--- src/rtl/zc_pkg.sv ---
package zc_pkg;

    localparam int XLEN   = 64;
    localparam int WLEN   = 32;
    localparam int CNT_W  = $clog2(XLEN + 1);

    localparam logic [6:0]  OPC_IMM      = 7'b0010011;
    localparam logic [6:0]  OPC_IMM_32   = 7'b0011011;
    localparam logic [2:0]  F3_COUNT     = 3'b001;
    localparam logic [11:0] HI_FULL_LEAD = 12'h600;
    localparam logic [11:0] HI_FULL_TRL  = 12'h601;
    localparam logic [6:0]  HI_WORD_TOP  = 7'b0110000;
    localparam logic [4:0]  SEL_LEAD     = 5'd0;
    localparam logic [4:0]  SEL_TRAIL    = 5'd1;

    typedef enum logic [2:0] {
        ZC_NONE,
        ZC_LEAD,
        ZC_TRAIL,
        ZC_LEAD_W,
        ZC_TRAIL_W
    } zc_op_e;

    typedef struct packed {
        zc_op_e     op;
        logic       word_form;
        logic [4:0] rd;
    } zc_dec_t;

    typedef struct packed {
        logic            valid;
        logic            illegal;
        logic [4:0]      rd;
        logic [XLEN-1:0] result;
    } zc_out_t;

    function automatic logic [XLEN-1:0] bit_reverse(input logic [XLEN-1:0] v);
        logic [XLEN-1:0] r;
        for (int i = 0; i < XLEN; i++) r[i] = v[XLEN-1-i];
        return r;
    endfunction

endpackage

--- src/rtl/zc_decode.sv ---
module zc_decode
    import zc_pkg::*;
(
    input  logic [31:0] instr,
    output zc_dec_t     dec
);
    logic is_cnt_imm;
    logic is_cnt_imm32;

    always_comb begin
        is_cnt_imm   = (instr[6:0] == OPC_IMM)    && (instr[14:12] == F3_COUNT);
        is_cnt_imm32 = (instr[6:0] == OPC_IMM_32) && (instr[14:12] == F3_COUNT)
                       && (instr[31:25] == HI_WORD_TOP);
        dec.op = ZC_NONE;
        if (is_cnt_imm && instr[31:20] == HI_FULL_LEAD)
            dec.op = ZC_LEAD;
        else if (is_cnt_imm && instr[31:20] == HI_FULL_TRL)
            dec.op = ZC_TRAIL;
        else if (is_cnt_imm32 && instr[24:20] == SEL_LEAD)
            dec.op = ZC_LEAD_W;
        else if (is_cnt_imm32 && instr[24:20] == SEL_TRAIL)
            dec.op = ZC_TRAIL_W;
        dec.word_form = (dec.op == ZC_LEAD_W) || (dec.op == ZC_TRAIL_W);
        dec.rd        = (dec.op == ZC_NONE) ? 5'd0 : instr[11:7];
    end
endmodule

--- src/rtl/zc_prep.sv ---
module zc_prep
    import zc_pkg::*;
(
    input  zc_op_e          op,
    input  logic [XLEN-1:0] src,
    output logic [XLEN-1:0] scan
);
    logic [XLEN-1:0] shaped;

    always_comb begin
        unique case (op)
            ZC_LEAD_W:  shaped = {{(XLEN-WLEN){1'b0}}, src[WLEN-1:0]};
            ZC_TRAIL_W: shaped = {{(XLEN-WLEN){1'b1}}, src[WLEN-1:0]};
            default:    shaped = src;
        endcase
        if (op == ZC_TRAIL || op == ZC_TRAIL_W)
            scan = bit_reverse(shaped);
        else
            scan = shaped;
    end
endmodule

--- src/rtl/zc_lzc.sv ---
module zc_lzc #(
    parameter int W = 64,
    localparam int CW = $clog2(W + 1)
) (
    input  logic [W-1:0]  vec,
    output logic [CW-1:0] cnt
);
    logic hit;

    always_comb begin
        hit = 1'b0;
        cnt = CW'(W);
        for (int i = 0; i < W; i++) begin
            if (!hit && vec[W-1-i]) begin
                hit = 1'b1;
                cnt = CW'(i);
            end
        end
    end
endmodule

--- src/rtl/zc_unit.sv ---
module zc_unit
    import zc_pkg::*;
(
    input  logic            clk,
    input  logic            rst,
    input  logic            in_valid,
    input  logic [31:0]     instr,
    input  logic [63:0]     src,
    input  logic            ext_en,
    input  logic            mode64,
    output logic            out_valid,
    output logic            out_illegal,
    output logic [4:0]      out_rd,
    output logic [63:0]     out_result
);
    zc_dec_t          dec;
    logic [XLEN-1:0]  scan;
    logic [CNT_W-1:0] raw_cnt;
    logic [CNT_W-1:0] adj_cnt;
    logic             matched;
    logic             allowed;
    zc_out_t          nxt;
    zc_out_t          q;

    zc_decode u_dec  (.instr(instr), .dec(dec));
    zc_prep   u_prep (.op(dec.op), .src(src), .scan(scan));
    zc_lzc #(.W(XLEN)) u_cnt (.vec(scan), .cnt(raw_cnt));

    always_comb begin
        adj_cnt = (dec.op == ZC_LEAD_W) ? raw_cnt - CNT_W'(XLEN - WLEN) : raw_cnt;
        matched = in_valid && (dec.op != ZC_NONE);
        allowed = ext_en && (!dec.word_form || mode64);
        nxt.valid   = matched && allowed;
        nxt.illegal = matched && !allowed;
        nxt.rd      = matched ? dec.rd : 5'd0;
        nxt.result  = (matched && allowed) ? {{(XLEN-CNT_W){1'b0}}, adj_cnt} : '0;
    end

    always_ff @(posedge clk) begin
        if (rst) q <= '0;
        else     q <= nxt;
    end

    assign out_valid   = q.valid;
    assign out_illegal = q.illegal;
    assign out_rd      = q.rd;
    assign out_result  = q.result;

    assert_excl_R5: assert property (@(posedge clk) disable iff (rst)
        !(out_valid && out_illegal));
    assert_ext_off_R5: assert property (@(posedge clk) disable iff (rst)
        (in_valid && !ext_en) |=> (!out_valid && out_result == '0));
    assert_mode32_R6: assert property (@(posedge clk) disable iff (rst)
        (in_valid && !mode64 && dec.word_form) |=> !out_valid);
    assert_word_range_R3: assert property (@(posedge clk) disable iff (rst)
        (in_valid && dec.op == ZC_LEAD_W && ext_en && mode64) |=> (out_result <= 64'd32));
    assert_idle_R9: assert property (@(posedge clk) disable iff (rst)
        !in_valid |=> (!out_valid && !out_illegal && out_rd == '0 && out_result == '0));
    assert_reset_R10: assert property (@(posedge clk)
        rst |=> (!out_valid && !out_illegal && out_rd == '0 && out_result == '0));
    assert_zext_R11: assert property (@(posedge clk) disable iff (rst)
        out_result[63:7] == '0);
endmodule

--- config.mk ---
export PLATFORM = sky130hd
export DESIGN_NAME = zc_unit
export DESIGN_NICKNAME = d
export VERILOG_FILES = /design/src/rtl/zc_pkg.sv /design/src/rtl/zc_decode.sv /design/src/rtl/zc_prep.sv /design/src/rtl/zc_lzc.sv /design/src/rtl/zc_unit.sv
export SDC_FILE = /design/constraint.sdc
export NUM_CORES = 1
export LEC_CHECK = 0
export ABC_AREA = 1
export BUFFER_PORTS_ARGS = -buffer_cell sky130_fd_sc_hd__buf_2
export CORE_MARGIN = 4
export CORE_UTILIZATION = 35
export DETAILED_ROUTE_END_ITERATION = 8
export GPL_TIMING_DRIVEN = 0
export PLACE_DENSITY = 0.68
export SETUP_SLACK_MARGIN = 0.1
export SYNTH_ARGS = -nofsm -noshare
export SYNTH_HDL_FRONTEND = slang
export SYNTH_SLANG_ARGS = --single-unit
--- constraint.sdc ---
create_clock -name clk -period 10.8 [get_ports clk]
set_input_delay 0.54 -clock clk [delete_from_list [all_inputs] [get_ports clk]]
set_output_delay 0.54 -clock clk [all_outputs]
set_load 0.005 [all_outputs]
* Word-level counts from Yosys, hierarchy flattened
Index checks and enable logic that the tools add are counted.
Operators by class: $add $sub $neg 1, reduce and logical (&&, ||, !) cells 147, bitwise operators 2, equality and inequality tests 10, muxes and demuxes 134
Operators by type and width (count):
- $mux W7 | 65
- $pmux W64 S2 | 1
- $logic_and A1 B1 Y1 | 74
- $logic_not A1 Y1 | 65
- $mux W64 | 1
- $mux W1 | 63
- $eq A12 B11 Y1 const B | 2
- $eq A7 B5 Y1 const B | 2
- $mux W3 | 4
- $eq A7 B6 Y1 const B | 1
- $sub A7 B6 Y7 const B | 1
- $eq A3 B2 Y1 const B | 2
- $eq A5 B1 Y1 const B | 1
- $logic_not A5 Y1 | 1
- $eq A3 B1 Y1 const B | 1
- $eq A3 B3 Y1 const B | 1
- $logic_not A3 Y1 | 1
- $logic_or A1 B1 Y1 | 3
- $reduce_bool A3 Y1 | 1
- $reduce_or A3 Y1 | 1
- $not A1 Y1 | 2
- $reduce_or A2 Y1 | 1
Word-level totals: logic and storage cells 299, register bits after elaboration 71, output and inout port bits 71, bits of input ports 101

* Logic depth before layout (Yosys ltp)
Gate-level depths: netlist (run 1).
depth after elaboration 203, mapped depth 46, depth with buffers taken out 46

* Cells and area by module
From an unflattened synthesis (run 1), not the netlist that was laid out.
Unflattened totals: cell total of the unflattened synthesis 702, area, all modules 3707.3 um^2
By module, submodules not included:
- zc_lzc | instances 1, area an instance 1285.0 um^2, sequential area each 0.0 um^2, cells an instance 241
- zc_prep | instances 1, area an instance 1187.4 um^2, sequential area each 0.0 um^2, cells an instance 289
- zc_unit | instances 1, area an instance 960.9 um^2, sequential area each 280.3 um^2, cells an instance 123
- zc_decode | instances 1, area an instance 274.0 um^2, sequential area each 0.0 um^2, cells an instance 49

* Worst setup path after synthesis (run 1)
Ideal clock, no wire load.
kind input -> register, from input port instr[21], to register q (netlist bit out_result[6]), stages on the path 43, data arrival time 5.193 ns, path slack 5.542 ns, setup time 0.064 ns, data required time 10.736 ns, path buffers 0, cells stage by stage nor2_1 > nand3_1 > inv_2 > nand4_2 > nand2_2 > nand2_1 > o21ai_1 > nand2_2 > nor2_4 > nand4_2 > nor2_4 > nand4_4 > nor2_4 > nand4_2 > nor2_4 > nand4_4 > nor2_4 > nand4_2 > [... 7 more ...] > nand4_2 > nor2_4 > nand4_4 > nor2_4 > nand4_4 > nor2_4 > nand4_4 > nor2_4 > nand4_2 > nor2_2 > nand4_1 > nor2_2 > nand2_2 > nor2_2 > nand2_1 > nor2_1 > nand2_1 > nor2_1
Between the ends: cells in the longest elaborated chain, start to end 201, elaborated cells between the ends (all ways) 282, those cells by class add/sub: 1; eq/ne: 6; mux: 134; bitwise: 1; reduce/logical: 140
RTL lines:
- start: declaration | RTL line zc_unit.sv:7 | input logic [31:0] instr,
- $eq A5 B1 Y1 | RTL line zc_decode.sv:21 | else if (is_cnt_imm32 && instr[24:20] == SEL_TRAIL)
- $logic_and A1 B1 Y1 | RTL line zc_decode.sv:21
- $mux W3 | RTL line zc_decode.sv:21
- $mux W3 | RTL line zc_decode.sv:19 | else if (is_cnt_imm32 && instr[24:20] == SEL_LEAD)
- $mux W3 | RTL line zc_decode.sv:17 | else if (is_cnt_imm && instr[31:20] == HI_FULL_TRL)
- $mux W3 * | RTL line zc_decode.sv:15 | if (is_cnt_imm && instr[31:20] == HI_FULL_LEAD)
- $eq A3 B3 Y1, or another cell as far along | RTL line zc_decode.sv:23, zc_prep.sv:11, zc_prep.sv:16
- $pmux W64 S2 or $logic_or A1 B1 Y1 (tied branches) | RTL line zc_prep.sv:11, zc_prep.sv:16
- [... 185 more ...]
- $logic_not A1 Y1 | RTL line zc_lzc.sv:14 | if (!hit && vec[W-1-i]) begin
- $logic_and A1 B1 Y1 | RTL line zc_lzc.sv:14
- $mux W1 | RTL line zc_lzc.sv:14
- $logic_not A1 Y1 | RTL line zc_lzc.sv:14
- $logic_and A1 B1 Y1 | RTL line zc_lzc.sv:14
- $mux W7 | RTL line zc_lzc.sv:14
- $sub A7 B6 Y7 | RTL line zc_unit.sv:30 | adj_cnt = (dec.op == ZC_LEAD_W) ? raw_cnt - CNT_W'(XLEN - WLEN) : raw_cnt;
- $mux W7 | RTL line zc_unit.sv:30
- end signal: assignment | RTL line zc_unit.sv:41 | else q <= nxt;
- end: declaration | RTL line zc_unit.sv:23 | zc_out_t q;
Every way passes the cells marked *; elsewhere a longest branch is shown, timed or not. A chain may end at the register's enable or synchronous reset.

* Final worst setup path (run 1)
from input port instr[6], to register q (netlist bit out_result[6])
Between the ends: cells in the longest elaborated chain, start to end 203, elaborated cells between the ends (all ways) 283, those cells by class add/sub: 1; eq/ne: 5; mux: 134; bitwise: 1; reduce/logical: 142
RTL lines:
- $eq A7 B5 Y1 | RTL line zc_decode.sv:12 | is_cnt_imm32 = (instr[6:0] == OPC_IMM_32) && (instr[14:12] == F3_COUNT)
- $logic_and A1 B1 Y1 | RTL line zc_decode.sv:12
- $logic_and A1 B1 Y1 | RTL line zc_decode.sv:13 | && (instr[31:25] == HI_WORD_TOP);
- $logic_and A1 B1 Y1 | RTL line zc_decode.sv:21
- $mux W3 | RTL line zc_decode.sv:21
- $mux W3 | RTL line zc_decode.sv:19
- $mux W3 | RTL line zc_decode.sv:17
- $mux W3 * | RTL line zc_decode.sv:15
- [... 187 more ...]
- $logic_not A1 Y1 | RTL line zc_lzc.sv:14
- $logic_and A1 B1 Y1 | RTL line zc_lzc.sv:14
- $mux W1 | RTL line zc_lzc.sv:14
- $logic_not A1 Y1 | RTL line zc_lzc.sv:14
- $logic_and A1 B1 Y1 | RTL line zc_lzc.sv:14
- $mux W7 | RTL line zc_lzc.sv:14
- $sub A7 B6 Y7 | RTL line zc_unit.sv:30
- $mux W7 | RTL line zc_unit.sv:30
Marked as above.

==> results of run 1 <==
[placed cells by master (no fill, tap or decap), types with 14 or more instances in the layout]
master	n
a21oi_1	22
buf_2	111
buf_4	63
conb_1	57
dfxtp_1	14
inv_1	77
nand2_1	76
nand3_1	28
nor2_1	75
nor2_4	15
nor3_1	17
o21ai_0	18
o22ai_1	20
[critical path, delay by kind of cell]
family          cells  cell delay [ps]
simple gates       41             5270
compound gates      1              130
buf+inv             1              100
[state kept, by name, summed over array words and instances, names as in the netlist]
| signal | cells |
|---|---|
| out_illegal | 1 |
| out_result | 7 |
| out_valid | 1 |
| out_rd | 5 |
[cells by family (layout without fill, tap and decap cells)]
group                  count (synthesis)  after routing  synth area share, %
buffers and inverters                153            266                 25.1
other                                  1             57                0.115
AO/OA/AOI/OAI                         98             98                 19.0
AND/OR/NAND/NOR                      267            267                 47.2
flip-flops                            14             14                 8.58
[worst paths after layout]
| check | startpoint | slack, ps | cells after the start | endpoint |
|---|---|---|---|---|
| hold / removal | instr[11] | 510 | 3 | out_rd[4]$_SDFF_PP0_ |
| setup / recovery | instr[6] | 4910 | 43 | out_result[6]$_SDFF_PP0_ |
[metrics by stage]
stage                     std cells  utilization, %  hold slack (ps)  setup slack [ps]
after floorplan                 589               -              652              5540
after global placement          806            46.8              759              4730
after detailed placement        806            46.8              761              4620
after CTS                       810            47.4              504              4870
after global routing            810            47.4              501              4240
final                           810            47.4              512              4910
[area by class of cell]
cell class | count | area share (%)
clock buffers | 4 | 1.31
multi-input cells | 422 | 56.4
inverters | 86 | 7.66
well taps | 108 | 3.21
repair buffers | 109 | 12.9
flip-flops and latches | 14 | 6.65
plain buffers | 67 | 11.8
[power by group]
part	switching [mW]	total, mW	internal [mW]
clock network	0.0171	0.0493	0.0322
registers	0.00000000158	0.0517	0.0517
logic	0.0446	0.0826	0.0380
total	0.0616	0.184	0.122
[per-layer routing]
metal | vias up | wire [um] | global-route usage [%]
met5 | - | 0 | 0
met2 | 135 | 4760 | 31.5
li1 | 1997 | - | -
met1 | 1596 | 4550 | 22.3
met4 | 0 | 70 | 3.00
met3 | 10 | 607 | 1.91
==> impl_metrics.yaml, run 1 <==
cts:
  htree_levels: 1
  path_clk_slew_ps: 50
  clock_sinks: 14
  cts-root-buf: "clkbuf_8"
  cts_tree: "done"
  cts_made_buffers: 3
  holdBufCountCts: 0
  cts_setup_buffers: 0
  cts_buffer_depth: 2
  cts_resized: 0
logic_synthesis:
  ys_ff_latch: 14
  netlist_top_cells_count: "77 x inv_1, 76 x nand2_1, 75 x nor2_1"
  seq_area_frac_synth_pct: 8.58
  netlist.area_leader.share_pct: 14.5
  synth_ff_type: "dfxtp_1"
  synthCells: 533
  synth-edff-count: 0
  yosys.area.top_type: "buf_4"
  syn_area_mm2: 0.00327
  synthArstFlopShare_pct: 0
  yosys_warnings: 0
  synth_area_leaders: "buf_4 14%, inv_1 8.8%, nand2_1 8.7%"
  yosysMostFrequentCell: "inv_1"
  ys_types: 47
  synth_area_per_cell_um2: 6.13
timing:
  tns_ps: 0
  fmax_mhz: 170
  slew_viol_final: 0
  rsz0062_at_grt: "false"
  tightest_slew_ps: 861
  slew_headroom_pct: 42.4
  finalSetupViolations: 0
  period_minus_slack_ps: 5890
  fin_crit_sh_pct: 54.6
  final_hold_viol_count: 0
power_and_ir_drop:
  p_total_uw: 184
  p_leak_nw: 2.29
  ir_worst_vdd_uv: 36.5
  power.density_mw_per_mm2: 43.6
finish:
  fin_nets: 804
  antenna_cells: 0
  multi_input_area_mm2: 0.00238
  syn2layout_area_growth_pct: 29.0
  layout-drive-gt1-share_pct: 34.5
  regArea_um2: 280
  post-route-cell-area_mm2: 0.00421
  fillers: 923
global_routing:
  antenna_found_initial: 0
  grt_pass1_wl_mm: 16.3
  grt_pass1_vias: 3653
  grt_max_degree: 11
  grt.overflow.total: 0
  grt_usage_pct: 17.3
detailed_routing:
  avgViaCountPerCell: 4.61
  drc: 0
  drt_iter0_markers: 132
  wl_per_cell_um: 12.3
  dr.pass1.iters: 4
  postRouteWirelength_mm: 9.98
  ant_nets: 0
  via_count: 3738
worst_setup_path:
  crit_arrival_ps: 6070
  worstPathMaxFanout: 10
  start_kind: "input pin"
  worstSetupPathType: "input pin to flop"
  max_stage_delay_ps: 250
  cpMostUsedCell: "nor2_4"
  end_kind: "flop"
  required_ps: 10980
  cpMaxStageDelayCell: "nand2_2"
placed_design:
  dp_hpwl_mm: 8.73
  dpl-instance-area_mm2: 0.00416
  portBuffers: 109
  place.gp.congestion: 0.893
floorplan:
  dieArea_mm2: 0.0109
  io-pin-count: 172
  core-area_mm2: 0.00889
  die_w_um: 105
  fp.dieH_um: 105
  row_count: 34
  start_util_pct: 36.7
worst_hold_path:
  hp-class: "input pin to flop"
run_status:
  status: "complete, no violations"
job:
  cap_violations: 0
Note: power is estimated with default switching activity, not from simulation.
==> run 2, diff against run 1 <==
--- a/config.mk
+++ b/config.mk
@@ -5,13 +5,13 @@
 export SDC_FILE = /design/constraint.sdc
 export NUM_CORES = 1
 export LEC_CHECK = 0
-export ABC_AREA = 1
+export ABC_AREA = 0
 export BUFFER_PORTS_ARGS = -buffer_cell sky130_fd_sc_hd__buf_2
 export CORE_MARGIN = 4
 export CORE_UTILIZATION = 35
 export DETAILED_ROUTE_END_ITERATION = 8
 export GPL_TIMING_DRIVEN = 0
-export PLACE_DENSITY = 0.68
+export PLACE_DENSITY = 0.72
 export SETUP_SLACK_MARGIN = 0.1
 export SYNTH_ARGS = -nofsm -noshare
 export SYNTH_HDL_FRONTEND = slang
==> constraint.sdc (replaced) <==
create_clock -name clk -period 4.9 [get_ports clk]
set_input_delay 0.245 -clock clk [delete_from_list [all_inputs] [get_ports clk]]
set_output_delay 0.245 -clock clk [all_outputs]
set_load 0.005 [all_outputs]
==> run 2 against run 1 <==
Compared with the run above: cell count fell by 12%; wire length rose by 23%; critical endpoint is now out_result[0]$_SDFF_PP0_; hold slack got worse by 310 ps; count of clock-buffer cells in the layout did not move; critical path type unchanged; die area fell by 7.6%; critical path depth fell by 33; combinational power rose by 130%.
==> impl_metrics.yaml, run 2 <==
logic_synthesis:
  netlist_top_cells_count: "60 x buf_4, 50 x nor2_1, 33 x a21oi_1"
  synth-xor-area-share_pct: 0
  synth-edff-count: 0
  synth_area_leaders: "buf_4 15%, dfxtp_1 9.3%, nor2_1 6.3%"
  yosys.area.top_type: "buf_4"
  syn_area_mm2: 0.00300
  yosys_warnings: 0
  synthAdderAreaFrac_pct: 0
  synth_top_family_by_area: "simple AND/OR/NAND/NOR gates"
  synth_area_per_cell_um2: 6.84
  synth_ff_type: "dfxtp_1"
  ys_types: 65
  synthArstFlopShare_pct: 0
  synth_mux_area_share_pct: 1.71
  synthCells: 438
  ys_ff_latch: 14
  yosysMostFrequentCell: "buf_4"
  synth-compound-area-share_pct: 28.1
  seq_area_frac_synth_pct: 9.35
  netlist.area_leader.share_pct: 15.0
  yosys.area_share.simple_pct: 41.5
worst_setup_path:
  worstSetupPathType: "input pin to flop"
  path_cells: "buf_2, nor4_1, nand4_1, nor2_1, buf_2, o22ai_1, a221oi_1, nand2_1, nor4bb_1, a31oi_1"
  cp-startpoint: "instr[24]"
  worstPathMaxFanout: 10
  cpMaxStageDelayCell: "nor2_1"
  end_kind: "flop"
  crit_arrival_ps: 3000
  required_ps: 5050
  max_stage_delay_ps: 580
  cpMostUsedCell: "buf_2"
  path_buf_inv: 2
  start_kind: "input pin"
  cp_top_family: "simple AND/OR/NAND/NOR gates"
floorplan:
  row_count: 33
  io-pin-count: 172
  core-area_mm2: 0.00826
  fp.dieH_um: 101
  dieArea_mm2: 0.0101
  start_util_pct: 36.3
  die_w_um: 101
power_and_ir_drop:
  p_int_uw: 274
  power_frac_comb_pct: 46.4
  power.density_mw_per_mm2: 105
  ir_worst_vdd_uv: 38.6
  switching_share_pct: 34.1
  p_clk_share_pct: 26.1
  p_leak_nw: 1.82
  seqPwrFrac_pct: 27.4
  p_switching_uw: 142
detailed_routing:
  ant_nets: 0
  dr.pass1.iters: 5
  drt_iter0_markers: 311
  drc: 0
  wl_per_cell_um: 17.3
  postRouteWirelength_mm: 12.3
  avgViaCountPerCell: 5.54
  via_count: 3942
placed_design:
  dp.cells: 708
  place.gp.congestion: 0.991
  portBuffers: 109
  dp_hpwl_mm: 10.2
cts:
  cts_buffer_depth: 2
  clock_sinks: 14
  cts_made_buffers: 3
  path_clk_slew_ps: 50
  cts_resized: 0
  cts-root-buf: "clkbuf_8"
  holdBufCountCts: 0
  htree_levels: 1
  cts_setup_buffers: 0
  cts_tree: "done"
timing:
  period_minus_slack_ps: 2850
  slew_headroom_pct: 47.3
  tightest_slew_ps: 784
  finalSetupViolations: 0
  rsz0062_at_grt: "false"
  fmax_mhz: 351
  tns_ps: 0
  slew_viol_final: 0
  final_hold_viol_count: 0
  fin_crit_sh_pct: 58.1
global_routing:
  grt.overflow.total: 0
  antenna_found_initial: 0
  grt_max_degree: 11
  use_met2_pct: 37.9
  grt_pass1_wl_mm: 18.6
  grt_pass1_vias: 3723
  grt_usage_pct: 22.6
  met1_usage_pct: 29.6
  grt_use_met3_pct: 2.56
  top_usage_layer: "met2"
finish:
  largest_reg_flops: 7
  multi_input_area_mm2: 0.00235
  fillers: 898
  layout-drive-gt1-share_pct: 33.9
  fin_nets: 709
  final_common_cell: "buf_2"
  most-common-layout-cells: "117 x buf_2, 60 x buf_4, 57 x conb_1"
  antenna_cells: 0
  regArea_um2: 280
  syn2layout_area_growth_pct: 31.4
  top_register: "out_result"
  final_cell_count_no_fill: 712
run_status:
  status: "complete, no violations"
job:
  cap_violations: 0
worst_hold_path:
  hold_start: "instr[11]"
  hp-class: "input pin to flop"
-- run 2: changes by cell type in the layout (fill, tap and decap cells not counted), moves of 9 or more --
cell      change
o211ai_1      +9
o22ai_1      -13
nor4_1       +13
inv_1        -56
nor2_4       -15
a21oi_1      +11
nor2_1       -25
nand2_1      -52
or3_1        +10
nand3_1      -19
-- run 2: path summary, 6_finish.rpt --
kind                              endpoint  slack [ps]  cells after the start
setup / recovery  out_result[0]$_SDFF_PP0_        2050                     10
hold / removal        out_rd[4]$_SDFF_PP0_         200                      2
-- run 2: area by class of cell --
class / count / share of cell area [%]
plain buffers: 70 / 12.6
well taps: 105 / 3.33
clock buffers: 4 / 1.40
inverters: 21 / 2.00
flip-flops and latches: 14 / 7.11
repair buffers: 109 / 13.8
multi-input cells: 389 / 59.7
-- run 2: cell families (layout without fill, tap and decap cells) --
kind of cell,after synthesis,after routing
AO/OA/AOI/OAI,122,122
AND/OR/NAND/NOR,205,205
multiplexers,5,5
buffers and inverters,91,204
flip-flops,14,14
other,1,57
-- run 2: per-layer routing --
layer	part of all wire [%]	routed length (um)	vias up
met5	0	0	-
met3	9.0	1110	26
met1	41	5100	1789
li1	-	-	1887
met2	47	5740	240
met4	2.8	338	0
-- run 2: through the flow --
step           setup WS (ps)  power, mW  util [%]  hold WS (ps)  cell area, um^2
3_3_place_gp            1790      0.300      47.0           453             3880
2_1_floorplan           2660      0.220         -           367             3210
4_1_cts                 2090      0.413      47.7           194             3940
6_report                2050      0.415      47.7           201             3940
3_5_place_dp            1840      0.302      47.0           449             3880
5_1_grt                 1840      0.442      47.7           215             3940
-- run 2: power groups by stage --
stage | clock [mW] | sequential (mW) | combinational, mW
floorplan | 0 | 0.116 | 0.103
global placement | 0 | 0.116 | 0.184
detailed placement | 0 | 0.116 | 0.186
CTS | 0.113 | 0.114 | 0.187
global route | 0.116 | 0.114 | 0.212
finish | 0.109 | 0.114 | 0.193
